$ cat src/rtl/mbx_pkg.sv
package mbx_pkg;
  localparam int STS_REP_LSB = 10;
  localparam int STS_CMD_LSB = 13;
  localparam int CFG_IE_LSB  = 9;
  localparam int CFG_OFS     = 'h08;
  localparam int STS_OFS     = 'h0C;
  localparam int CH_BASE     = 'h20;
  localparam int CH_STRIDE   = 8;
  localparam int REP_OFS     = 4;
endpackage

$ cat src/rtl/mbx_rst_sync.sv
module mbx_rst_sync (
  input  logic clk,
  input  logic rst_n,
  output logic rst_q
);
  logic [1:0] stg_q;
  logic [1:0] stg_d;

  always_comb begin
    stg_d = {stg_q[0], 1'b1};
  end

  always_ff @(posedge clk or negedge rst_n) begin
    if (!rst_n) stg_q <= 2'b00;
    else        stg_q <= stg_d;
  end

  assign rst_q = stg_q[1];
endmodule

$ cat src/rtl/mbx_chan.sv
module mbx_chan #(
  parameter int DATA_W = 16
) (
  input  logic              clk,
  input  logic              rst_n,
  input  logic              h_cmd_we,
  input  logic              h_rep_re,
  input  logic              d_cmd_re,
  input  logic              d_rep_we,
  input  logic [DATA_W-1:0] h_wdata,
  input  logic [DATA_W-1:0] d_wdata,
  output logic [DATA_W-1:0] cmd_q,
  output logic [DATA_W-1:0] rep_q,
  output logic              cmd_flag,
  output logic              rep_flag
);
  logic              cmd_en, rep_en, cflag_en, rflag_en;
  logic [DATA_W-1:0] cmd_d, rep_d;
  logic              cflag_d, rflag_d;

  always_comb begin
    cmd_en   = h_cmd_we;
    cmd_d    = h_wdata;
    cflag_en = h_cmd_we | d_cmd_re;
    cflag_d  = h_cmd_we;        // host write wins a collision
    rep_en   = d_rep_we;
    rep_d    = d_wdata;
    rflag_en = d_rep_we | h_rep_re;
    rflag_d  = ~d_rep_we;       // fresh reply wins a collision
  end

  always_ff @(posedge clk or negedge rst_n) begin
    if (!rst_n) begin
      cmd_q    <= '0;
      rep_q    <= '0;
      cmd_flag <= 1'b1;
      rep_flag <= 1'b1;
    end else begin
      if (cmd_en)   cmd_q    <= cmd_d;
      if (rep_en)   rep_q    <= rep_d;
      if (cflag_en) cmd_flag <= cflag_d;
      if (rflag_en) rep_flag <= rflag_d;
    end
  end


  cmd_set_chk: assert property (@(posedge clk) disable iff (!rst_n)
    h_cmd_we |=> (cmd_flag && cmd_q == $past(h_wdata)));

  cmd_clr_chk: assert property (@(posedge clk) disable iff (!rst_n)
    (d_cmd_re && !h_cmd_we) |=> !cmd_flag);

  rep_clr_chk: assert property (@(posedge clk) disable iff (!rst_n)
    d_rep_we |=> (!rep_flag && rep_q == $past(d_wdata)));

  rep_set_chk: assert property (@(posedge clk) disable iff (!rst_n)
    (h_rep_re && !d_rep_we) |=> rep_flag);

  flag_hold_chk: assert property (@(posedge clk) disable iff (!rst_n)
    (!h_cmd_we && !d_cmd_re && !h_rep_re && !d_rep_we) |=> ($stable(cmd_flag) && $stable(rep_flag)));
endmodule

$ cat src/rtl/mbx_irq.sv
module mbx_irq #(
  parameter int NUM_CH = 3
) (
  input  logic [NUM_CH-1:0] ie,
  input  logic [NUM_CH-1:0] rep_flag,
  output logic              irq
);
  logic [NUM_CH-1:0] pend;

  always_comb begin
    pend = ie & ~rep_flag;
    irq  = |pend;
  end
endmodule

$ cat src/rtl/mbx_host_dsp.sv
module mbx_host_dsp #(
  parameter int DATA_W = 16,
  parameter int ADDR_W = 8,
  parameter int NUM_CH = 3,
  parameter int CH_W   = (NUM_CH > 1) ? $clog2(NUM_CH) : 1
) (
  input  logic              clk,
  input  logic              rst_n,
  input  logic [ADDR_W-1:0] h_addr,
  input  logic              h_wr,
  input  logic              h_rd,
  input  logic [DATA_W-1:0] h_wdata,
  output logic [DATA_W-1:0] h_rdata,
  input  logic [CH_W-1:0]   d_ch,
  input  logic              d_wr,
  input  logic              d_rd,
  input  logic [DATA_W-1:0] d_wdata,
  output logic [DATA_W-1:0] d_rdata,
  output logic              irq
);
  import mbx_pkg::*;

  localparam logic [ADDR_W-1:0] CFG_A = ADDR_W'(CFG_OFS);
  localparam logic [ADDR_W-1:0] STS_A = ADDR_W'(STS_OFS);

  logic              rst_q;
  logic [DATA_W-1:0] cmd_q [NUM_CH];
  logic [DATA_W-1:0] rep_q [NUM_CH];
  logic [NUM_CH-1:0] cmd_flag, rep_flag;
  logic [NUM_CH-1:0] cmd_hit, rep_hit, d_sel;
  logic [NUM_CH-1:0] cfg_ie_q, cfg_ie_d;
  logic              cfg_we, d_ok;

  mbx_rst_sync u_rst (.clk(clk), .rst_n(rst_n), .rst_q(rst_q));

  assign d_ok = ({1'b0, d_ch} < (CH_W+1)'(NUM_CH));

  for (genvar i = 0; i < NUM_CH; i++) begin : g_ch
    localparam logic [ADDR_W-1:0] CMD_A = ADDR_W'(CH_BASE + i*CH_STRIDE);
    localparam logic [ADDR_W-1:0] REP_A = ADDR_W'(CH_BASE + i*CH_STRIDE + REP_OFS);

    assign cmd_hit[i] = (h_addr == CMD_A);
    assign rep_hit[i] = (h_addr == REP_A);
    assign d_sel[i]   = d_ok && (d_ch == CH_W'(i));

    mbx_chan #(.DATA_W(DATA_W)) u_chan (
      .clk      (clk),
      .rst_n    (rst_q),
      .h_cmd_we (h_wr & cmd_hit[i]),
      .h_rep_re (h_rd & rep_hit[i]),
      .d_cmd_re (d_rd & d_sel[i]),
      .d_rep_we (d_wr & d_sel[i]),
      .h_wdata  (h_wdata),
      .d_wdata  (d_wdata),
      .cmd_q    (cmd_q[i]),
      .rep_q    (rep_q[i]),
      .cmd_flag (cmd_flag[i]),
      .rep_flag (rep_flag[i])
    );
  end

  // configuration register: next state and register
  always_comb begin
    cfg_we   = h_wr && (h_addr == CFG_A);
    cfg_ie_d = h_wdata[CFG_IE_LSB +: NUM_CH];
  end

  always_ff @(posedge clk or negedge rst_q) begin
    if (!rst_q)      cfg_ie_q <= '0;
    else if (cfg_we) cfg_ie_q <= cfg_ie_d;
  end

  // host read mux
  always_comb begin
    h_rdata = '0;
    if (h_addr == CFG_A) h_rdata[CFG_IE_LSB +: NUM_CH] = cfg_ie_q;
    if (h_addr == STS_A) begin
      h_rdata[STS_REP_LSB +: NUM_CH] = rep_flag;
      h_rdata[STS_CMD_LSB +: NUM_CH] = cmd_flag;
    end
    for (int i = 0; i < NUM_CH; i++) begin
      if (cmd_hit[i]) h_rdata = cmd_q[i];
      if (rep_hit[i]) h_rdata = rep_q[i];
    end
  end

  // DSP read mux
  always_comb begin
    d_rdata = '0;
    for (int i = 0; i < NUM_CH; i++) begin
      if (d_sel[i]) d_rdata = cmd_q[i];
    end
  end

  mbx_irq #(.NUM_CH(NUM_CH)) u_irq (
    .ie       (cfg_ie_q),
    .rep_flag (rep_flag),
    .irq      (irq)
  );


  cfg_store_chk: assert property (@(posedge clk) disable iff (!rst_q)
    cfg_we |=> (cfg_ie_q == $past(cfg_ie_d)));

  irq_raise_chk: assert property (@(posedge clk) disable iff (!rst_q)
    (d_wr && |(d_sel & cfg_ie_q) && !cfg_we) |=> irq);

  bad_ch_chk: assert property (@(posedge clk) disable iff (!rst_q)
    (!d_ok && !h_wr && !h_rd) |=> ($stable(cmd_flag) && $stable(rep_flag)));
endmodule

$ cat config.mk
export PLATFORM = sky130hd
export DESIGN_NAME = mbx_host_dsp
export DESIGN_NICKNAME = d
export VERILOG_FILES = /design/src/rtl/mbx_pkg.sv /design/src/rtl/mbx_rst_sync.sv /design/src/rtl/mbx_chan.sv /design/src/rtl/mbx_irq.sv /design/src/rtl/mbx_host_dsp.sv
export SDC_FILE = /design/constraint.sdc
export NUM_CORES = 1
export LEC_CHECK = 0
export ABC_AREA = 1
export BUFFER_PORTS_ARGS = -buffer_cell sky130_fd_sc_hd__buf_2
export CORE_ASPECT_RATIO = 1.5
export CORE_MARGIN = 5
export CORE_UTILIZATION = 50
export CTS_CLUSTER_SIZE = 28
export DETAILED_ROUTE_END_ITERATION = 16
export HOLD_SLACK_MARGIN = 0.15
export PLACE_DENSITY = 0.77
export SYNTH_ARGS = -nofsm -noshare
export SYNTH_HDL_FRONTEND = slang
export SYNTH_SLANG_ARGS = --single-unit
$ cat constraint.sdc
create_clock -name clk -period 8.55 [get_ports clk]
set_input_delay 1.2825 -clock clk [delete_from_list [all_inputs] [get_ports clk]]
set_output_delay 1.2825 -clock clk [all_outputs]
set_load 0.005 [all_outputs]
# Yosys cells after proc, flatten, opt, wreduce, memory -nomap -nowiden
# Index checks and enable logic that the tools add are counted.
# totals
latch_bits	0
out_inout_bits	33
ram_bits	0
word_cells	65
mem_bits_ro	0
n_memories	0
inputBits	48
ff_bits	107
# op_classes
mux	11
shift	0
mul	0
eq_ne	10
n_reduce_logical	6
magnitude_cmp	1
bitwise_logic	23
n_div	0
n_addsub	0
# ops
op	n
two-way mux 16 bit	9
equality test 8 x 6 -> 1 bit (second input constant)	6
equality test 8 x 4 -> 1 bit (second input constant)	2
AND 1 bit	12
two-way mux 6 bit	1
bitwise OR 1 bit	6
logical AND 1 bit	4
AND 3 bit	1
two-way mux 3 bit	1
inverter 1 bit	3
inverter 3 bit	1
OR reduction 3 bit	1
equality test 2 x 1 -> 1 bit (second input constant)	1
equality test 2 bit (second input constant)	1
zero test 2 bit	1
less-than comparator 2 bit (second input constant)	1

# Depth between registers and ports, before layout
# Gate-level depths: netlist of the first run.
# logic_depth
depth_word	9
depth_mapped	10
ltp_nobuf	9

# Hierarchy
# From an unflattened synthesis of the first run, not the netlist that was laid out.
# hier_totals
hier_cells	727
hier_area_um2	5611.6
# modules_own_cells
mod	area_per_inst_um2	cells_each	seq_area_each_um2	instances
mbx_chan	1331.3	143	853.3	3
mbx_host_dsp	1536.5	288	75.1	1
mbx_rst_sync	53.8	3	50.0	1
mbx_irq	27.5	7	0.0	1

# Least setup slack after synthesis of the first run
# OpenSTA, ideal clock, no wires.
# synth_timing
kind	input-to-output
from	in h_addr[0]
to	out h_rdata[14]
slack_ns	5.086
arrival_time_ns	2.182
n_path_buf	2
required_time_ns	7.267
path_stages	8
path_cell_list	inv_1 nand2_2 nor3_4 and2_1 buf_6 buf_6 nand2_1 nand4_1
# synth_via
elab_chain_len	8
elab_cells_between_ends	14
cone_classes	7 x eq/ne; 7 x mux
# synth_rtl
element	line_no	source
start: declaration	mbx_host_dsp.sv:9	input logic [ADDR_W-1:0] h_addr,
equality test 8 x 4 -> 1 bit	mbx_host_dsp.sv:77	if (h_addr == STS_A) begin
two-way mux 6 bit	mbx_host_dsp.sv:77	
two-way mux 16 bit	mbx_host_dsp.sv:82	if (cmd_hit[i]) h_rdata = cmd_q[i];
two-way mux 16 bit	mbx_host_dsp.sv:83	if (rep_hit[i]) h_rdata = rep_q[i];
two-way mux 16 bit	mbx_host_dsp.sv:82	
two-way mux 16 bit	mbx_host_dsp.sv:83	
two-way mux 16 bit	mbx_host_dsp.sv:82	
two-way mux 16 bit (*)	mbx_host_dsp.sv:83	
end: declaration	mbx_host_dsp.sv:13	output logic [DATA_W-1:0] h_rdata,
# Every way passes the cells marked *; elsewhere a longest branch is shown, timed or not.

# Worst setup path in the final report of the first run
# layout_timing
from	in h_addr[4]
to	out h_rdata[5]
# layout_via
elab_chain_len	7
elab_cells_between_ends	12
cone_classes	6 x eq/ne; 6 x mux
# layout_rtl
element	line_no	source
equality test 8 x 6 -> 1 bit	mbx_host_dsp.sv:42	assign cmd_hit[i] = (h_addr == CMD_A);
two-way mux 16 bit	mbx_host_dsp.sv:82	
two-way mux 16 bit	mbx_host_dsp.sv:83	
two-way mux 16 bit	mbx_host_dsp.sv:82	
two-way mux 16 bit	mbx_host_dsp.sv:83	
two-way mux 16 bit	mbx_host_dsp.sv:82	
two-way mux 16 bit (*)	mbx_host_dsp.sv:83	
# Marks and branches as above.

==> impl_table.tex, run 1 <==
\begin{tabular}{lr}
\hline
Metric & Value \\
\hline
\multicolumn{2}{l}{\textbf{Yosys}} \\
\quad Yosys Warn Count & 0 \\
\quad Gate count of the mapped netlist & 664 \\
\quad Count of distinct cell types in the synthesized netlist & 30 \\
\quad Post-Syn Nets & 712 \\
\quad Netlist area before placement & 5355 um\^{}2 \\
\quad Sequential cell area fraction in the yosys report & 0.5014 \\
\quad Syn Area/Cell & 8.065 um\^{}2 \\
\quad Seq cells post-synth & 107 \\
\multicolumn{2}{l}{\textbf{Route}} \\
\quad Pre-antenna DRT Iters & 5 \\
\quad Count of antenna-violating nets left after detailed routing & 0 \\
\quad Residual DRC & 0 \\
\quad DR iter-0 viols & 410 \\
\quad Post-detailed-route via-to-cell ratio & 5.257 \\
\quad Routed length per instance & 16.09 um \\
\quad Total length of routed wires & 14.11 mm \\
\quad Met2 layer wire length in the routed design & 7.003 mm \\
\quad Detailed-routing wirelength on met1 & 5.895 mm \\
\quad Met3 routed WL & 926 um \\
\quad Vias after detailed routing & 4,610 \\
\quad Highest metal layer with signal wires & met4 \\
\multicolumn{2}{l}{\textbf{STA}} \\
\quad Setup TNS & 0 ps \\
\quad Max Clock Skew & 4.147 ps \\
\quad Min Tclk post-route & 4188 ps \\
\quad Share of the clock period used by the worst path after layout & 0.4898 \\
\quad RSZ-0062 raised after global routing & false \\
\quad Number of slew-limit violations in the final report & 0 \\
\quad Finish-stage setup viols & 0 \\
\quad Timing-limited maximum frequency & 238.8 MHz \\
\quad Remaining max-slew budget at the tightest pin & 0.2646 \\
\quad Least setup slack across all paths after layout & 4362 ps \\
\quad Slew at the pin closest to its max-slew limit & 1103 ps \\
\quad Final Hold Fails & 0 \\
\multicolumn{2}{l}{\textbf{Place}} \\
\quad Final RePlAce weighted congestion & 0.9196 \\
\quad Sum of net half-perimeters after detailed placement & 10.26 mm \\
\quad Setup slack at placement & 4370 ps \\
\quad Number of cells in the design after placement & 861 \\
\quad Number of buffer cells added on primary ports & 80 \\
\multicolumn{2}{l}{\textbf{GRT}} \\
\quad Via count of the first global-routing pass & 4,575 \\
\quad Total global routing track utilization & 0.2292 \\
\quad Residual overflow from global routing & 0 \\
\quad Maximum number of pins on one net before global-route repair & 90 \\
\quad First-pass GRT wire length & 22.80 mm \\
\quad Antenna violations before repair & 0 \\
\multicolumn{2}{l}{\textbf{Setup path}} \\
\quad Slowest library cell on the worst path & sky130\_fd\_sc\_hd\_\_nor3\_2 \\
\quad Type of element launching the critical path & input pin \\
\quad Worst-path maximum fanout & 15 \\
\quad Number of buffer and inverter instances along the worst setup path & 3 \\
\quad Beginning of the worst register-to-register path & u\_rst.stg\_q[1]\$\_DFF\_PN0\_ \\
\quad Ordered cell list for the critical path & buf\_2 -> inv\_1 -> nand2\_2 -> nor3\_2 -> nand2\_1 -> nand4\_1 -> buf\_2 \\
\quad Worst stage delay on the critical path & 870 ps \\
\quad Data arrival time of the critical path & 2910 ps \\
\quad CP dominant cell by count & sky130\_fd\_sc\_hd\_\_buf\_2 \\
\quad Worst setup path start & h\_addr[4] \\
\quad Setup Crit Path Kind & input pin to output port \\
\quad Cell class contributing the biggest share of worst-path delay & simple AND/OR/NAND/NOR gates \\
\quad Type of destination of the critical path & output port \\
\quad Required @ worst endpoint & 7270 ps \\
\multicolumn{2}{l}{\textbf{CTS}} \\
\quad H-tree Lvls & 3 \\
\quad Postcts setup bufs & 0 \\
\quad Total of hold buffers inserted after clock tree synthesis & 0 \\
\quad Number of resized instances in the post-cts repair step & 0 \\
\quad Clock edge transition at the registers on the reported setup and hold paths & 70 ps \\
\quad Max Buffers Root-to-Sink & 2 \\
\quad Clock insertion delay at the later pin of the skew report & 350 ps \\
\quad Clock tree from TritonCTS & built \\
\quad Clock net sink count & 107 \\
\quad CTS root buffer & sky130\_fd\_sc\_hd\_\_clkbuf\_16 \\
\quad Cts bufs inserted & 9 \\
\multicolumn{2}{l}{\textbf{Pwr}} \\
\quad Worst-case vdd ir drop & 125.9 uV \\
\quad Leakage component of the power & 0.003034 uW \\
\quad Power density over the cells & 181.5 nW/um\^{}2 \\
\quad Post-route total power & 1093 uW \\
\multicolumn{2}{l}{\textbf{Final layout}} \\
\quad Filler Cells Inserted & 973 \\
\quad Area of combinational cells with multiple inputs & 2175 um\^{}2 \\
\quad Number of cells in the finished layout apart from fillers & 877 \\
\quad Layout overhead on the synthesized area & 12.43\% \\
\quad Antenna fix cells & 0 \\
\quad Sequential Area & 2689 um\^{}2 \\
\quad Nets & 776 \\
\quad Post-layout utilization of the core & 0.5716 \\
\quad Proportion of layout cells with a drive suffix above 1 & 0.2128 \\
\multicolumn{2}{l}{\textbf{Run status}} \\
\quad Status & finished clean \\
\multicolumn{2}{l}{\textbf{Floorplanning}} \\
\quad Core area & 10,530 um\^{}2 \\
\quad Floorplan die area & 12,920 um\^{}2 \\
\quad Chip Height & 136.8 um \\
\quad Die width & 94.50 um \\
\quad Starting Density & 0.5084 \\
\quad Std-Cell Rows & 46 \\
\quad Number of top-level pins & 81 \\
\multicolumn{2}{l}{\textbf{Run}} \\
\quad Number of max-cap violations & 0 \\
\multicolumn{2}{l}{\textbf{Min path}} \\
\quad Min-delay worst type & flip-flop to async pin \\
\hline
\end{tabular}
==> area by class of cell <==
| class | count | share of cell area |
|---|---|---|
| Sequential cell | 107 | 0.4466 |
| Multi-Input combinational cell | 455 | 0.3612 |
| Timing Repair Buffer | 81 | 0.06775 |
| Inverter | 74 | 0.04676 |
| Clock buffer | 10 | 0.03969 |
| Tap cell | 144 | 0.02993 |
| Clock inverter | 6 | 0.008105 |
==> path summary, 6_finish.rpt <==
| path | end | depth (start not counted) | slack (ps) |
|---|---|---|---|
| worst max-delay path | h_rdata[5] | 7 | 4360 |
| worst min-delay path | g_ch[1].u_chan.cmd_q[7]$_DFFE_PN0P_ | 0 | 190 |
| worst max register to register | cfg_ie_q[1]$_DFFE_PN0P_ | 1 | 6990 |
| worst min register to register | g_ch[1].u_chan.cmd_q[7]$_DFFE_PN0P_ | 0 | 190 |
| max in group asynchronous | cfg_ie_q[1]$_DFFE_PN0P_ | 1 | 6990 |
| min in group clk | u_rst.stg_q[1]$_DFF_PN0_ | 0 | 350 |
==> through the flow <==
step / hold slack, ps / area [um^2]
global placement: 185.6 / 5733
CTS: 201.8 / 6021
detailed placement: 193.8 / 5733
floorplan: 331.2 / 5355
finish: 187.2 / 6021
global route: 211.5 / 6021
==> cells in the mapped netlist (all sizes together) <==
cell type  instances  area [um^2]
a21oi              3        15.01
and2               2        12.51
buf               25        202.7
clkbuf             3        11.26
clkinv             1        5.000
conb               1        3.750
dfrtp            101         2527
dfstp              6        157.7
inv               73        276.5
nand2            248        973.4
nand3             19        95.09
nand4             17        106.4
nor2              43        205.2
nor3               2        26.28
o211ai            16        120.1
o21ai            102        604.3
or2                2        12.51
==> placed cells by master (no fill, tap or decap), types with 2 or more instances in the layout <==
| master | netlist | routed |
|---|---|---|
| sky130_fd_sc_hd__nor2_4 | 3 | 3 |
| sky130_fd_sc_hd__inv_1 | 68 | 68 |
| sky130_fd_sc_hd__o21ai_0 | 47 | 47 |
| sky130_fd_sc_hd__and2_1 | 2 | 2 |
| sky130_fd_sc_hd__clkinv_4 | 0 | 3 |
| sky130_fd_sc_hd__nand4_1 | 17 | 17 |
| sky130_fd_sc_hd__inv_6 | 0 | 2 |
| sky130_fd_sc_hd__a21oi_1 | 3 | 3 |
| sky130_fd_sc_hd__nand2_4 | 3 | 3 |
| sky130_fd_sc_hd__inv_2 | 4 | 4 |
| sky130_fd_sc_hd__o211ai_1 | 16 | 16 |
| sky130_fd_sc_hd__dfstp_2 | 6 | 6 |
| sky130_fd_sc_hd__clkbuf_16 | 0 | 9 |
| sky130_fd_sc_hd__nand2_1 | 237 | 237 |
| sky130_fd_sc_hd__clkinv_2 | 1 | 2 |
| sky130_fd_sc_hd__o21ai_1 | 30 | 30 |
| sky130_fd_sc_hd__nand3_1 | 19 | 19 |
| sky130_fd_sc_hd__nor2_2 | 2 | 2 |
| sky130_fd_sc_hd__buf_2 | 9 | 80 |
| sky130_fd_sc_hd__nor2_1 | 37 | 37 |
| sky130_fd_sc_hd__or2_2 | 2 | 2 |
| sky130_fd_sc_hd__dfrtp_1 | 101 | 100 |
| sky130_fd_sc_hd__o21ai_2 | 25 | 25 |
| sky130_fd_sc_hd__nand2_2 | 8 | 8 |
==> metal layers <==
layer	up-vias	global-route usage
met1	2200	0.3005
met5	-	0
li1	2226	-
met2	163	0.3752
met3	21	0.04455
met4	0	0.08748
==> where the power goes <==
group / internal (uW) / switching (uW)
clock network: 209 / 191
logic: 38.4 / 67.8
registers: 555 / 31.3
total: 802 / 290
==> registers in the layout (all words and copies together), names as in the netlist <==
signal,count
cfg_ie_q,3
g_ch.u_chan.cmd_flag,3
g_ch.u_chan.cmd_q,48
g_ch.u_chan.rep_flag,3
g_ch.u_chan.rep_q,48
u_rst.stg_q,2
==> kinds of logic (layout without fill, tap and decap cells) <==
| family | after synthesis | after routing | synth area share |
|---|---|---|---|
| compound gates | 121 | 121 | 0.1381 |
| flops | 107 | 107 | 0.5014 |
| other cells | 1 | 1 | 0.0007003 |
| buf+inv | 102 | 171 | 0.09252 |
| simple gates | 333 | 333 | 0.2673 |
Power figures use the tool's default switching activity.
==> run 2, diff against run 1 <==
--- a/config.mk
+++ b/config.mk
@@ -5,7 +5,7 @@
 export SDC_FILE = /design/constraint.sdc
 export NUM_CORES = 1
 export LEC_CHECK = 0
-export ABC_AREA = 1
+export ABC_AREA = 0
 export BUFFER_PORTS_ARGS = -buffer_cell sky130_fd_sc_hd__buf_2
 export CORE_ASPECT_RATIO = 1.5
 export CORE_MARGIN = 5
==> constraint.sdc (replaced) <==
create_clock -name clk -period 4.3 [get_ports clk]
set_input_delay 0.645 -clock clk [delete_from_list [all_inputs] [get_ports clk]]
set_output_delay 0.645 -clock clk [all_outputs]
set_load 0.005 [all_outputs]
==> run 2 against run 1 <==
Synthesized cell count fell by 35%. Clock power rose by 100%. Power rose by 110%. Non-clock buffer count rose by 6. Setup slack got worse by 3300 ps. Sequential power rose by 100%. Critical endpoint is now h_rdata[1]. Register-to-register slack got worse by 4200 ps. Largest power group unchanged. Sequential share of layout area fell by 1.7 points.
==> impl_table.tex, run 2 <==
\begin{tabular}{lr}
\hline
Metric & Value \\
\hline
\multicolumn{2}{l}{\textbf{CTS}} \\
\quad CTS root buffer & sky130\_fd\_sc\_hd\_\_clkbuf\_16 \\
\quad Cts bufs inserted & 9 (unchanged) \\
\quad Clock edge transition at the registers on the reported setup and hold paths & 70 ps (about the same) \\
\quad Max Buffers Root-to-Sink & 2 (unchanged) \\
\quad Postcts setup bufs & 0 (unchanged) \\
\quad H-tree Lvls & 3 (unchanged) \\
\quad Clock tree from TritonCTS & built \\
\quad Clock insertion delay at the later pin of the skew report & 350 ps (about the same) \\
\quad Clock net sink count & 107 (unchanged) \\
\multicolumn{2}{l}{\textbf{Setup path}} \\
\quad Slowest library cell on the worst path & sky130\_fd\_sc\_hd\_\_and3\_1 \\
\quad Required @ worst endpoint & 3650 ps (-3620 ps) \\
\quad Ordered cell list for the critical path & buf\_2 -> nor2b\_1 -> and3\_1 -> nand2\_1 -> a2bb2oi\_1 -> buf\_2 \\
\quad Worst-path maximum fanout & 31 (+16) \\
\quad Type of element launching the critical path & input pin \\
\quad Data arrival time of the critical path & 2580 ps (-330 ps) \\
\quad Worst stage delay on the critical path & 650 ps (-220 ps) \\
\quad Cell class contributing the biggest share of worst-path delay & simple AND/OR/NAND/NOR gates \\
\quad Setup Crit Path Kind & input pin to output port \\
\quad Type of destination of the critical path & output port \\
\quad CP dominant cell by count & sky130\_fd\_sc\_hd\_\_buf\_2 \\
\quad Number of buffer and inverter instances along the worst setup path & 2 (-1) \\
\multicolumn{2}{l}{\textbf{GRT}} \\
\quad Met1 layer usage reported by global route & 0.2798 (-0.02077) \\
\quad Peak-usage layer in the global routing report & met2 \\
\quad Antenna violations before repair & 0 (unchanged) \\
\quad Via count of the first global-routing pass & 4,014 (-12\%) \\
\quad First-pass GRT wire length & 21.78 mm (-4.4\%) \\
\quad Maximum number of pins on one net before global-route repair & 66 (-27\%) \\
\quad Total global routing track utilization & 0.2154 (-0.01389) \\
\quad Residual overflow from global routing & 0 (unchanged) \\
\quad Met3 track demand over resource in global routing & 0.03746 (-0.007095) \\
\quad Global-route met2 utilization & 0.3640 (-0.01123) \\
\multicolumn{2}{l}{\textbf{STA}} \\
\quad Final Hold Fails & 0 (unchanged) \\
\quad Finish-stage setup viols & 0 (unchanged) \\
\quad Number of slew-limit violations in the final report & 0 (unchanged) \\
\quad Setup TNS & 0 ps (unchanged) \\
\quad Timing-limited maximum frequency & 310.0 MHz \\
\quad Max Clock Skew & 9.779 ps (+5.632 ps) \\
\quad Least setup slack across all paths after layout & 1074 ps (-3288 ps) \\
\quad Slew at the pin closest to its max-slew limit & 1005 ps (-98.16 ps) \\
\quad Remaining max-slew budget at the tightest pin & 0.3300 (+0.06544) \\
\quad RSZ-0062 raised after global routing & false \\
\quad Share of the clock period used by the worst path after layout & 0.7502 \\
\quad Min Tclk post-route & 3226 ps \\
\multicolumn{2}{l}{\textbf{Floorplanning}} \\
\quad Starting Density & 0.5148 (+0.006372) \\
\quad Std-Cell Rows & 46 (unchanged) \\
\quad Die width & 95.49 um (+1.0\%) \\
\quad Number of top-level pins & 81 (unchanged) \\
\quad Floorplan die area & 13,200 um\^{}2 (+2.1\%) \\
\quad Core area & 10,650 um\^{}2 (+1.1\%) \\
\quad Chip Height & 138.2 um (+1.1\%) \\
\multicolumn{2}{l}{\textbf{Place}} \\
\quad Final RePlAce weighted congestion & 0.8699 (-5.4\%) \\
\quad Setup slack at placement & 1079 ps (-3291 ps) \\
\quad Number of buffer cells added on primary ports & 80 (unchanged) \\
\quad Sum of net half-perimeters after detailed placement & 9.332 mm (-9.0\%) \\
\multicolumn{2}{l}{\textbf{Route}} \\
\quad DR iter-0 viols & 227 (-45\%) \\
\quad Post-detailed-route via-to-cell ratio & 5.740 (+9.2\%) \\
\quad Routed length per instance & 20.72 um (+29\%) \\
\quad Residual DRC & 0 (unchanged) \\
\quad Count of antenna-violating nets left after detailed routing & 0 (unchanged) \\
\quad Total length of routed wires & 13.55 mm (-4.0\%) \\
\quad Vias after detailed routing & 3,754 (-19\%) \\
\quad Pre-antenna DRT Iters & 4 (-1) \\
\multicolumn{2}{l}{\textbf{Final layout}} \\
\quad Largest registers & g\_ch.u\_chan.cmd\_q: 48 flops, g\_ch.u\_chan.rep\_q: 48 flops \\
\quad Post-layout utilization of the core & 0.5881 (+0.01650) \\
\quad Most common cell after layout, fill and taps aside & sky130\_fd\_sc\_hd\_\_dfrtp\_1 \\
\quad Commonest cells after routing, fill and taps aside & 100 x sky130\_fd\_sc\_hd\_\_dfrtp\_1, 86 x sky130\_fd\_sc\_hd\_\_mux2\_2, 80 x sky130\_fd\_sc\_hd\_\_buf\_2 \\
\quad Proportion of layout cells with a drive suffix above 1 & 0.4490 (+0.2362) \\
\quad Nets & 553 (-29\%) \\
\quad Antenna fix cells & 0 (unchanged) \\
\quad Layout overhead on the synthesized area & 14.24\% \\
\multicolumn{2}{l}{\textbf{Yosys}} \\
\quad Fraction of registers with async set/reset & 1.000 (unchanged) \\
\quad Netlist area before placement & 5482 um\^{}2 (+2.4\%) \\
\quad Syn Area/Cell & 12.63 um\^{}2 (+57\%) \\
\quad Synth top area share & 0.4611 (-0.01088) \\
\quad Count of distinct cell types in the synthesized netlist & 47 (+57\%) \\
\quad Yosys Warn Count & 0 (unchanged) \\
\quad Count leader, synth & sky130\_fd\_sc\_hd\_\_dfrtp\_1 \\
\quad Post-Syn Nets & 482 (-32\%) \\
\quad Sequential cell area fraction in the yosys report & 0.4898 (-0.01156) \\
\quad Number of enable-type register cells in the synthesized netlist & 0 (unchanged) \\
\quad Most area-hungry cell type in the Yosys netlist & sky130\_fd\_sc\_hd\_\_dfrtp\_1 \\
\quad Seq cells post-synth & 107 (unchanged) \\
\quad Primary flip-flop cell chosen by synthesis mapping & sky130\_fd\_sc\_hd\_\_dfrtp\_1 \\
\quad Biggest area contributors in the synthesized netlist & sky130\_fd\_sc\_hd\_\_dfrtp\_1 46\%, sky130\_fd\_sc\_hd\_\_mux2\_2 18\%, sky130\_fd\_sc\_hd\_\_mux2\_4 4.9\% \\
\quad Leading post-synthesis cells by instance count & 101 x sky130\_fd\_sc\_hd\_\_dfrtp\_1, 86 x sky130\_fd\_sc\_hd\_\_mux2\_2, 39 x sky130\_fd\_sc\_hd\_\_nand2\_1 \\
\quad Gate count of the mapped netlist & 434 (-35\%) \\
\multicolumn{2}{l}{\textbf{Pwr}} \\
\quad Post-route total power & 2300 uW (+110\%) \\
\quad Power density over the cells & 367.3 nW/um\^{}2 (+100\%) \\
\quad Worst-case vdd ir drop & 209.6 uV (+67\%) \\
\quad Leakage component of the power & 0.002960 uW (-2.4\%) \\
\multicolumn{2}{l}{\textbf{Min path}} \\
\quad Min-delay worst type & flip-flop to flip-flop \\
\multicolumn{2}{l}{\textbf{Run status}} \\
\quad Status & finished clean \\
\multicolumn{2}{l}{\textbf{Run}} \\
\quad Number of max-cap violations & 0 (unchanged) \\
\hline
\end{tabular}
-- run 2: repair_timing --
| item | in CTS | in global routing |
|---|---|---|
| hold endpoints to repair | 2 | 0 |
| resized for setup | 0 | 0 |
| hold buffers | 1 | 0 |
-- run 2: path summary, 6_finish.rpt --
path	cells past startpoint	startpoint	to	slack [ps]
worst max-delay path	6	h_addr[3]	h_rdata[1]	1070
worst min-delay path	0	u_rst.stg_q[0]$_DFF_PN0_	u_rst.stg_q[1]$_DFF_PN0_	350
worst max register to register	1	u_rst.stg_q[1]$_DFF_PN0_	g_ch[2].u_chan.cmd_flag$_DFFE_PN1P_	2800
worst min register to register	0	u_rst.stg_q[0]$_DFF_PN0_	u_rst.stg_q[1]$_DFF_PN0_	350
max in group asynchronous	1	u_rst.stg_q[1]$_DFF_PN0_	g_ch[2].u_chan.cmd_flag$_DFFE_PN1P_	2800
min in group asynchronous	0	u_rst.stg_q[1]$_DFF_PN0_	g_ch[2].u_chan.rep_q[4]$_DFFE_PN0P_	440
-- run 2: report_power, final --
part	leakage [uW]	total, uW	switching (uW)	internal (uW)
logic	0.00147	301	132	170
registers	0.00136	1190	74.1	1120
clock network	0.000137	807	355	452
-- run 2: area by class of cell --
type | instances | area (um^2)
fill | 864 | 4385
sequential | 107 | 2689
multi-input combinational | 292 | 2620
timing repair buffer | 87 | 455.4
clock buffer | 12 | 236.5
tap | 144 | 180.2
clock inverter | 4 | 51.30
inverter | 8 | 30.03
-- run 2: through the flow --
step                hold slack [ps]  std cells  instance area [um^2]
global placement              337.9        637                  5964
finish                        351.7        654                  6262
floorplan                     331.2        434                  5482
CTS                           354.1        654                  6262
detailed placement            337.9        637                  5964
global route                  367.2        654                  6262
-- run 2: kinds of logic (layout without fill, tap and decap cells) --
family	Yosys count	in the layout	synth area share
AND/OR/NAND/NOR	79	79	0.08034
multiplexers	138	138	0.3086
AO/OA/AOI/OAI	74	74	0.08834
flip-flops	107	107	0.4898
other	1	1	0.0006841
buffers and inverters	35	111	0.03218
-- run 2: per-layer routing --
| layer | up-vias | share of wire |
|---|---|---|
| met5 | - | 0 |
| met4 | 0 | 0.017 |
| met3 | 15 | 0.071 |
| met2 | 133 | 0.52 |
| met1 | 1871 | 0.39 |
| li1 | 1735 | - |
